File: config.mk
export PLATFORM = sky130hd
export DESIGN_NAME = twin_pred_seq
export DESIGN_NICKNAME = d
export VERILOG_FILES = /design/src/rtl/twin_pred_pkg.sv /design/src/rtl/pred_cursor.sv /design/src/rtl/seq_ctrl.sv /design/src/rtl/twin_pred_seq.sv
export SDC_FILE = /design/constraint.sdc
export NUM_CORES = 1
export LEC_CHECK = 0
export BUFFER_PORTS_ARGS = -buffer_cell sky130_fd_sc_hd__clkbuf_2
export CAP_MARGIN = 20
export CORE_MARGIN = 1
export CORE_UTILIZATION = 45
export CTS_CLUSTER_DIAMETER = 80
export DETAILED_ROUTE_END_ITERATION = 16
export PLACE_DENSITY_LB_ADDON = 0.2
export SLEW_MARGIN = 20
export SYNTH_ARGS = -nofsm -noshare
export SYNTH_HDL_FRONTEND = slang
export SYNTH_SLANG_ARGS = --single-unit
export TNS_END_PERCENT = 50
File: constraint.sdc
create_clock -name clk -period 8.9 [get_ports clk]
set_clock_uncertainty 0.15 [all_clocks]
set_input_delay 0.89 -clock clk [delete_from_list [all_inputs] [get_ports clk]]
set_output_delay 0.89 -clock clk [all_outputs]
set_load 0.1 [all_outputs]
File: src/rtl/twin_pred_pkg.sv
package twin_pred_pkg;

    typedef enum logic [0:0] {
        ST_IDLE = 1'b0,
        ST_RUN  = 1'b1
    } seq_state_t;

    typedef enum logic [0:0] {
        PM_SKIP = 1'b0,
        PM_ZERO = 1'b1
    } pred_mode_t;

endpackage

File: src/rtl/pred_cursor.sv
module pred_cursor #(
    parameter int MAX_VL = 64,
    parameter int IDX_W  = $clog2(MAX_VL + 1)
) (
    input  logic              clk,
    input  logic              rst_n,
    input  logic              load,
    input  logic              step,
    input  logic [MAX_VL-1:0] mask_in,
    input  logic [IDX_W-1:0]  vl_in,
    output logic [IDX_W-1:0]  idx,
    output logic              bit_set,
    output logic              at_end
);
    localparam int SEL_W = (MAX_VL > 1) ? $clog2(MAX_VL) : 1;
    localparam logic [IDX_W-1:0] LAST_IDX = IDX_W'(MAX_VL - 1);

    logic [MAX_VL-1:0] mask_q;
    logic [IDX_W-1:0]  idx_q;
    logic [IDX_W-1:0]  vl_q;

    always_ff @(posedge clk or negedge rst_n) begin
        if (!rst_n) begin
            mask_q <= '0;
            idx_q  <= '0;
            vl_q   <= '0;
        end else if (load) begin
            mask_q <= mask_in;
            idx_q  <= '0;
            vl_q   <= vl_in;
        end else if (step) begin
            idx_q  <= idx_q + 1'b1;
        end
    end

    assign idx     = idx_q;
    assign at_end  = (idx_q >= vl_q);
    assign bit_set = (idx_q <= LAST_IDX) ? mask_q[idx_q[SEL_W-1:0]] : 1'b0;

endmodule

File: src/rtl/seq_ctrl.sv
module seq_ctrl
    import twin_pred_pkg::*;
(
    input  logic clk,
    input  logic rst_n,
    input  logic start,
    input  logic src_zero_mode,
    input  logic dst_zero_mode,
    input  logic src_bit,
    input  logic dst_bit,
    input  logic src_end,
    input  logic dst_end,
    output logic load,
    output logic src_step,
    output logic dst_step,
    output logic issue,
    output logic src_is_zero,
    output logic wr_zero,
    output logic done
);
    seq_state_t state_q, state_d;
    pred_mode_t src_mode_q, dst_mode_q;
    logic       src_skip, dst_skip;

    // state register and captured modes
    always_ff @(posedge clk or negedge rst_n) begin
        if (!rst_n) begin
            state_q    <= ST_IDLE;
            src_mode_q <= PM_SKIP;
            dst_mode_q <= PM_SKIP;
        end else begin
            state_q <= state_d;
            if (load) begin
                src_mode_q <= pred_mode_t'(src_zero_mode);
                dst_mode_q <= pred_mode_t'(dst_zero_mode);
            end
        end
    end

    assign src_skip = (src_mode_q == PM_SKIP) && !src_bit;
    assign dst_skip = (dst_mode_q == PM_SKIP) && !dst_bit;

    // next state and outputs
    always_comb begin
        state_d     = state_q;
        load        = 1'b0;
        src_step    = 1'b0;
        dst_step    = 1'b0;
        issue       = 1'b0;
        src_is_zero = 1'b0;
        wr_zero     = 1'b0;
        done        = 1'b0;
        unique case (state_q)
            ST_IDLE: begin
                if (start) begin
                    load    = 1'b1;
                    state_d = ST_RUN;
                end
            end
            ST_RUN: begin
                if (src_end || dst_end) begin
                    done    = 1'b1;
                    state_d = ST_IDLE;
                end else if (src_skip || dst_skip) begin
                    src_step = src_skip;
                    dst_step = dst_skip;
                end else begin
                    issue       = 1'b1;
                    src_step    = 1'b1;
                    dst_step    = 1'b1;
                    src_is_zero = !src_bit;
                    wr_zero     = !dst_bit;
                end
            end
            default: state_d = ST_IDLE;
        endcase
    end

endmodule

File: src/rtl/twin_pred_seq.sv
module twin_pred_seq #(
    parameter int MAX_VL = 64,
    parameter int IDX_W  = $clog2(MAX_VL + 1)
) (
    input  logic              clk,
    input  logic              rst_n,
    input  logic              start,
    input  logic [IDX_W-1:0]  vec_len,
    input  logic [MAX_VL-1:0] src_mask,
    input  logic [MAX_VL-1:0] dst_mask,
    input  logic              src_zero_mode,
    input  logic              dst_zero_mode,
    output logic [IDX_W-1:0]  src_idx,
    output logic [IDX_W-1:0]  dst_idx,
    output logic              src_is_zero,
    output logic              dst_wr_en,
    output logic              dst_wr_zero,
    output logic              done
);
    localparam logic [IDX_W-1:0] VL_CAP = IDX_W'(MAX_VL);

    logic [IDX_W-1:0] vl_eff;
    logic load, src_step, dst_step;
    logic src_bit, dst_bit, src_end, dst_end;

    assign vl_eff = (vec_len > VL_CAP) ? VL_CAP : vec_len;

    pred_cursor #(.MAX_VL(MAX_VL), .IDX_W(IDX_W)) u_src (
        .clk(clk), .rst_n(rst_n), .load(load), .step(src_step),
        .mask_in(src_mask), .vl_in(vl_eff),
        .idx(src_idx), .bit_set(src_bit), .at_end(src_end)
    );

    pred_cursor #(.MAX_VL(MAX_VL), .IDX_W(IDX_W)) u_dst (
        .clk(clk), .rst_n(rst_n), .load(load), .step(dst_step),
        .mask_in(dst_mask), .vl_in(vl_eff),
        .idx(dst_idx), .bit_set(dst_bit), .at_end(dst_end)
    );

    seq_ctrl u_ctrl (
        .clk(clk), .rst_n(rst_n), .start(start),
        .src_zero_mode(src_zero_mode), .dst_zero_mode(dst_zero_mode),
        .src_bit(src_bit), .dst_bit(dst_bit),
        .src_end(src_end), .dst_end(dst_end),
        .load(load), .src_step(src_step), .dst_step(dst_step),
        .issue(dst_wr_en), .src_is_zero(src_is_zero),
        .wr_zero(dst_wr_zero), .done(done)
    );

endmodule

==> impl_results.md, run 1 <==
* Run status: complete, no violations
* Top layer used by detailed routing: met4
* Largest net degree at the start of global routing at 107
* Area of the multi-input gates at ~3400 µm²
* Routed via count at 5857
* Library cell occupying the most area in the post-synthesis netlist: sky130_fd_sc_hd__dfrtp_1
* Setup total negative slack at 0 ns
* Source-to-sink clock delay at the later pin of the worst-skew pair at roughly 0.43 ns
* Core Region at between 15000 and 20000 µm²
* Final setup violation count at 0
* Commonest non-fill, non-tap cell in the layout: sky130_fd_sc_hd__nand2_1
* Buffer cell driving the clock tree root: sky130_fd_sc_hd__clkbuf_16
* Sum of routed wire length over all layers at 17400 µm
* Post-route ant nets at 0
* Initial antenna violation count at 0
* Starting utilization of the core area at 0.465
* Cell Area, Synth at 7440 µm²
* Period utilisation layout at 0.582
* Area of the die at 17000 µm²
* Count of mapped cells out of synthesis at 801
* Number of levels the H-tree was split into at 4
* Wl on met1 at 8330 µm
* Share of final-layout standard cells stronger than drive strength 1 at 0.238
* Max-cap violation count at 0
* Synth top area share at 0.511
* Met2 layer wire length in the routed design at 7840 µm
* Residual DRC count at 0
* Worst-Margin Slew at 1.08 ns
* Sequential cell area in the final layout at 3800 µm²
* EDFF count, synth at 0
* Total track usage at 0.218
* Type of the setup path with the least slack: flop to output pin
* Ordered cell list for the critical path: inv_1 > ha_1 > nand2b_1 > a21o_1 > a21o_1 > a21oi_1 > o211ai_1 > a21o_1 > nor3_1 > and3_1 > clkbuf_2
* Sum of overflow across all layers after global routing at 0
* Die X-Extent at 131 µm
* Number of gates given a new drive strength after cts at 0
* PnR Total Power at 3.25 mW
* Slew Limit Headroom at 0.280
* Maximum root-to-sink buffer count at 2
* Synth top area cells: sky130_fd_sc_hd__dfrtp_1 51%, sky130_fd_sc_hd__nand2_1 21%, sky130_fd_sc_hd__mux4_2 6.4%, sky130_fd_sc_hd__mux4_1 2.8%, sky130_fd_sc_hd__ha_1 2.7%
* Post-synthesis average cell area at 9.28 µm²
* Clock-pin slew reported for the worst setup and hold paths after clock tree synthesis at 0.07 ns
* Via-per-instance ratio at 5.04
* Arrival time of the worst setup path at 4.14 ns
* Most frequent cell on the critical path: sky130_fd_sc_hd__a21o_1
* Critical Path Slowest Stage Cell: sky130_fd_sc_hd__dfrtp_1
* CP endpoint kind: output pin
* Commonest cells after routing, fill and taps aside: 416 x sky130_fd_sc_hd__nand2_1, 156 x sky130_fd_sc_hd__clkbuf_2, 151 x sky130_fd_sc_hd__dfrtp_1
* Distinct cell type count after synthesis at between 40 and 50
* Power density over the cells at 364 nW/µm²
* Required time at the endpoint of the critical path at slightly below 8 ns
* Number of buffers and inverters on the critical path at 2
* Final hold violation count at 0
* Leading register cell type out of synthesis: sky130_fd_sc_hd__dfrtp_1
* Number of port buffers at 157
* Number of storage elements in the synthesis netlist at 152
* Via count of the first global-routing pass at ~5600
* Element type at the critical path start: flop
* Top achievable clock speed at ~0.19 GHz
* Routed wire length on met3 at 971 µm
* Top-Level Pins at 158
* 1st-iter DRT viols at 356
* Mapped Nets at 957
* Cell leakage power at 4.72 nW
* Fill cell total of the finished layout at 1494
* Yosys Warn Count at 0
* Share of synthesized area occupied by flip-flops and latches at 0.511
* Net count of the finished layout at between 1000 and 1500
* Maximum VDD drop at 0.183 mV
* Largest driver fanout on the critical path at 21
* Routability congestion estimate from global placement at 0.761
* Clk sink count at 152
* First-pass GRT wire length at around 28000 µm
* Async set or reset register ratio after synthesis at 1.00
* Max stage delay on crit path at 0.94 ns
* Path class of the lowest-slack min-delay path: input port to asynchronous set/reset pin
* Routed wire length per instance at 15.0 µm
* Clock tree from TritonCTS: yes
* Hold buffer count at CTS at 0
* Pins over their slew limit at 0
* Die Height at 131 µm
* Number of diodes at 0
* Post-CTS setup buffer count at 0
* Hpwl dp at about 12000 µm
* Pre-Repair DR Iteration Count at 4
* CP top delay family: compound AO/OA/AOI/OAI gates
* Shortest clock period the worst path allows after layout at 5.18 ns
* Layout Area Growth over Synthesis at 20.2%
* Worst hold slack at slightly below 0.3 ns
* Row Count at 46
* RSZ-0062 raised after global routing: false
* Cts bufs inserted at 17
-- registers in the layout (all words and copies together), names as in the netlist --
name and flops:
u_dst.idx 7, u_dst.mask_q 64, u_src.idx 7, u_ctrl.dst_mode_q 1, u_dst.vl_q 7, u_src.mask_q 64, u_ctrl.src_mode_q 1, u_ctrl.state_q 1
-- synthesized netlist by cell type, types with 2 or more instances --
master / count
sky130_fd_sc_hd__nand2_1: 416
sky130_fd_sc_hd__dfrtp_1: 152
sky130_fd_sc_hd__clkbuf_1: 36
sky130_fd_sc_hd__mux4_2: 21
sky130_fd_sc_hd__ha_1: 16
sky130_fd_sc_hd__inv_1: 14
sky130_fd_sc_hd__mux2i_1: 14
sky130_fd_sc_hd__o21ai_0: 13
sky130_fd_sc_hd__a21o_1: 9
sky130_fd_sc_hd__nor2b_1: 9
sky130_fd_sc_hd__mux4_1: 8
sky130_fd_sc_hd__nand3b_1: 8
sky130_fd_sc_hd__nor2_1: 7
sky130_fd_sc_hd__a21oi_1: 6
sky130_fd_sc_hd__buf_2: 6
sky130_fd_sc_hd__mux2_2: 5
sky130_fd_sc_hd__nand2b_1: 5
sky130_fd_sc_hd__a22oi_1: 4
sky130_fd_sc_hd__and3_1: 4
sky130_fd_sc_hd__nand3_1: 4
sky130_fd_sc_hd__a221oi_1: 3
sky130_fd_sc_hd__a31oi_1: 3
sky130_fd_sc_hd__and2_1: 3
sky130_fd_sc_hd__buf_4: 3
sky130_fd_sc_hd__nor3_1: 3
sky130_fd_sc_hd__a2111oi_0: 2
sky130_fd_sc_hd__a41o_1: 2
sky130_fd_sc_hd__buf_6: 2
sky130_fd_sc_hd__nand4_1: 2
sky130_fd_sc_hd__o221ai_1: 2
sky130_fd_sc_hd__o311ai_0: 2
sky130_fd_sc_hd__o41ai_1: 2
-- cell type report --
type                            instances  area share
Multi-Input combinational cell        586       0.378
Clock buffer                           17      0.0476
Tap cell                              216      0.0302
Timing Repair Buffer                  161      0.0928
Sequential cell                       152       0.425
Clock inverter                         15      0.0204
Inverter                               14     0.00588
-- metal layers --
metal / vias up / global-route usage
met4: 0 / 0.0778
met1: 2765 / 0.314
met3: 23 / 0.0476
met2: 165 / 0.327
li1: 2904 / -
met5: - / 0
-- where the power goes --
part	internal [mW]	total (mW)	switching [mW]
Combinational	0.507	1.26	0.752
Clock	0.426	0.742	0.316
Sequential	1.00	1.25	0.247
Total	1.94	3.25	1.32
-- kinds of logic (layout without fill, tap and decap cells) --
logic type / Yosys count / count (layout) / synth area share
AOI/OAI and AO/OA: 58 / 58 / 0.0580
and+or+nand+nor: 464 / 464 / 0.249
muxes: 48 / 48 / 0.118
DFF: 152 / 152 / 0.511
adders and majority gates: 16 / 16 / 0.0269
buffers and inverters: 63 / 207 / 0.0365
-- through the flow --
step | utilization | std cells | setup WS [ns] | instance area, µm²
floorplan | - | 801 | 1.73 | 7440
global placement | 0.520 | 1128 | 4.22 | 8320
detailed placement | 0.520 | 1128 | 4.12 | 8320
CTS | 0.558 | 1160 | 3.63 | 8930
global route | 0.559 | 1161 | 3.46 | 8940
finish | 0.559 | 1161 | 3.72 | 8940
-- path summary, 6_finish.rpt --
check / startpoint / slack (ns) / cells after the start / endpoint
worst min-delay path: rst_n / 0.30 / 1 / u_src.mask_q[20]$_DFFE_PN0P_
min in group clk: u_dst.mask_q[12]$_DFFE_PN0P_ / 0.32 / 2 / u_dst.mask_q[12]$_DFFE_PN0P_
worst max-delay path: u_dst.idx[0]$_DFFE_PN0P_ / 3.72 / 11 / src_is_zero
max in group asynchronous: rst_n / 6.86 / 2 / u_dst.mask_q[55]$_DFFE_PN0P_
worst min register to register: u_dst.mask_q[12]$_DFFE_PN0P_ / 0.32 / 2 / u_dst.mask_q[12]$_DFFE_PN0P_
worst max register to register: u_dst.idx[0]$_DFFE_PN0P_ / 5.02 / 8 / u_dst.idx[3]$_DFFE_PN0P_
Power figures use the tool's default switching activity.
==> run 2: changes to the inputs <==
==> constraint.sdc (replaced) <==
create_clock -name clk -period 5.3 [get_ports clk]
set_clock_uncertainty 0.15 [all_clocks]
set_input_delay 0.53 -clock clk [delete_from_list [all_inputs] [get_ports clk]]
set_output_delay 0.53 -clock clk [all_outputs]
set_load 0.1 [all_outputs]
==> run 2 against run 1 <==
Total power rose by 72%; critical endpoint unchanged; first-iteration DRC count rose by 12%; largest cell class unchanged; routed wire length barely moved; sequential power rose by 62%; sequential share of layout area fell by 0.68 points; global-route usage rose by 0.44 points; clock power rose by 77%.
==> impl_results.md, run 2 (synthesized netlist as in run 1, its figures left out) <==
* Sum of overflow across all layers after global routing at 0
* Sum of routed wire length over all layers at roughly 17000 µm
* Run status: complete, no violations
* Buffer cell driving the clock tree root: sky130_fd_sc_hd__clkbuf_16
* Clk sink count at 152
* Hpwl dp at 12000 µm
* Number of standard cells in the final layout excluding fillers at between 1000 and 1500
* Internal Power at ~3.4 mW
* Capture point of the worst reg-to-reg path: u_src.idx[3]$_DFFE_PN0P_
* Reg-to-reg startpoint: u_dst.idx[0]$_DFFE_PN0P_
* Setup total negative slack at 0 ns
* Top layer used by detailed routing: met4
* FF-to-FF path depth at 8
* First-pass GRT wire length at around 29000 µm
* Largest driver fanout on the critical path at 21
* Number of levels the H-tree was split into at 4
* Ordered cell list for the critical path: inv_1 > ha_1 > nand2b_1 > a21o_1 > a21o_1 > a21oi_1 > o211ai_1 > a21o_1 > nor3_4 > and3_1 > clkbuf_2
* Die Height at 131 µm
* Routed wire length on met3 at between 700 and 800 µm
* Share of total power in the clock network at 0.234
* Shortest clock period the worst path allows after layout at 4.75 ns
* Element type at the critical path start: flop
* Via count of the first global-routing pass at ~5700
* 1st-iter DRT viols at between 300 and 400
* Core Region at 16000 µm²
* Pins over their slew limit at 0
* Psw at 2.20 mW
* Row Count at 46
* Critical Path Slowest Stage Cell: sky130_fd_sc_hd__dfrtp_1
* Cts bufs inserted at 17
* Routed via count at a little under 6000
* Cell leakage power at 4.79 nW
* Commonest non-fill, non-tap cell in the layout: sky130_fd_sc_hd__nand2_1
* Residual DRC count at 0
* Setup crit start: u_dst.idx[0]$_DFFE_PN0P_
* Clock-pin slew reported for the worst setup and hold paths after clock tree synthesis at 0.06 ns
* Top-Level Pins at 158
* Required time at the endpoint of the critical path at 4.62 ns
* Area of the die at 17000 µm²
* Slew Limit Headroom at 0.321
* Total track usage at 0.223
* Maximum root-to-sink buffer count at 2
* Initial antenna violation count at 0
* Final hold violation count at 0
* Largest net degree at the start of global routing at 108
* Registers with the most flip-flops: u_dst.mask_q: 64 flops, u_src.mask_q: 64 flops
* Maximum VDD drop at 0.289 mV
* Number of diodes at 0
* Share of total power in combinational logic at 0.404
* Routed wire length per instance at ~15 µm
* CP endpoint kind: output pin
* Max stage delay on crit path at 0.96 ns
* Placed instance area at 8380 µm²
* Starting utilization of the core area at 0.465
* Net count of the finished layout at around 1100
* Arrival time of the worst setup path at ~4 ns
* RSZ-0062 raised after global routing: false
* Share of final-layout standard cells stronger than drive strength 1 at 0.244
* Final setup violation count at 0
* Top achievable clock speed at 0.211 GHz
* Power density over the cells at 615 nW/µm²
* Period utilisation layout at 0.896
* Sw Share at 0.394
* Die X-Extent at 131 µm
* Pre-Repair DR Iteration Count at 4
* Number of gates given a new drive strength after cts at 0
* Post-CTS setup buffer count at 0
* Layout Area Growth over Synthesis at 22.2%
* Setup slack of the most critical reg-to-reg path at 1.14 ns
* Final design area excluding fillers at 9080 µm²
* Via-per-instance ratio at around 5.0
* Worst hold slack at 0.136 ns
* Met2 layer wire length in the routed design at between 8000 and 9000 µm
* Capturing instance or port of the critical path: src_is_zero
* Hold buffer count at CTS at 0
* Clock tree from TritonCTS: yes
* Max-cap violation count at 0
* Source-to-sink clock delay at the later pin of the worst-skew pair at 0.43 ns
* Routability congestion estimate from global placement at between 0.7 and 0.8
* Worst-Margin Slew at ~1 ns
* Type of the setup path with the least slack: flop to output pin
* Most frequent cell on the critical path: sky130_fd_sc_hd__a21o_1
* DP Cell Count at 1133
* Wl on met1 at 8450 µm
* Post-route ant nets at 0
* Path class of the lowest-slack min-delay path: input port to flop
* Commonest cells after routing, fill and taps aside: 416 x sky130_fd_sc_hd__nand2_1, 156 x sky130_fd_sc_hd__clkbuf_2, 152 x sky130_fd_sc_hd__dfrtp_1
* Power share of the sequential group at 0.362
* Number of port buffers at 157
run 2: cell count changes in the layout (fill, tap and decap cells not counted), moves of 2 or more:
cell	change
sky130_fd_sc_hd__inv_6	-3
sky130_fd_sc_hd__clkbuf_8	+2
sky130_fd_sc_hd__buf_4	+5
sky130_fd_sc_hd__inv_8	-4
sky130_fd_sc_hd__bufinv_16	+2
run 2: final cells by class:
class,instances,area (µm²)
fillers,1508,6920
flip-flops and latches,152,3800
multi-input cells,586,3400
repair buffers,168,910
clock buffers,19,453
well taps,216,270
clock inverters,13,193
inverters,14,52.6
run 2: power by group through the flow:
stage | clock [mW] | combinational (mW) | sequential (mW)
global placement | 0 | 2.22 | 2.03
floorplan | 0 | 1.74 | 2.02
CTS | 1.33 | 2.28 | 2.02
finish | 1.31 | 2.26 | 2.02
global route | 1.39 | 2.52 | 2.09
detailed placement | 0 | 2.26 | 2.04
run 2: critical path, delay by kind of cell (launching register included):
kind,cells,cell delay [ns]
DFF,1,0.96
and+or+nand+nor,3,0.58
adders and majority gates,1,0.34
AOI/OAI and AO/OA,5,1.09
buffers and inverters,2,0.67
run 2: per-stage QoR:
step / power, mW / utilization / setup slack (ns)
after detailed placement: 4.30 / 0.524 / 0.994
final: 5.59 / 0.568 / 0.551
after floorplan: 3.77 / - / -0.168
after global routing: 5.99 / 0.568 / 0.322
after CTS: 5.64 / 0.564 / 0.517
after global placement: 4.25 / 0.524 / 1.12
run 2: metal layers:
layer,track usage,vias to the layer above
met5,0,-
met4,0.0703,0
met3,0.0493,19
met2,0.340,127
met1,0.317,2807
li1,-,2923
run 2: how the worst min path moves through the flow:
stage | slack (ns) | startpoint | endpoint | cells after the start
floorplan | 0.08 | rst_n | u_ctrl.dst_mode_q$_DFFE_PN0P_ | 0
global placement | 0.30 | u_dst.mask_q[9]$_DFFE_PN0P_ | u_dst.mask_q[9]$_DFFE_PN0P_ | 2
detailed placement | 0.31 | u_src.mask_q[46]$_DFFE_PN0P_ | u_src.mask_q[46]$_DFFE_PN0P_ | 2
CTS | 0.11 | rst_n | u_src.mask_q[22]$_DFFE_PN0P_ | 1
global route | 0.13 | src_mask[37] | u_src.mask_q[37]$_DFFE_PN0P_ | 3
finish | 0.14 | src_mask[50] | u_src.mask_q[50]$_DFFE_PN0P_ | 3
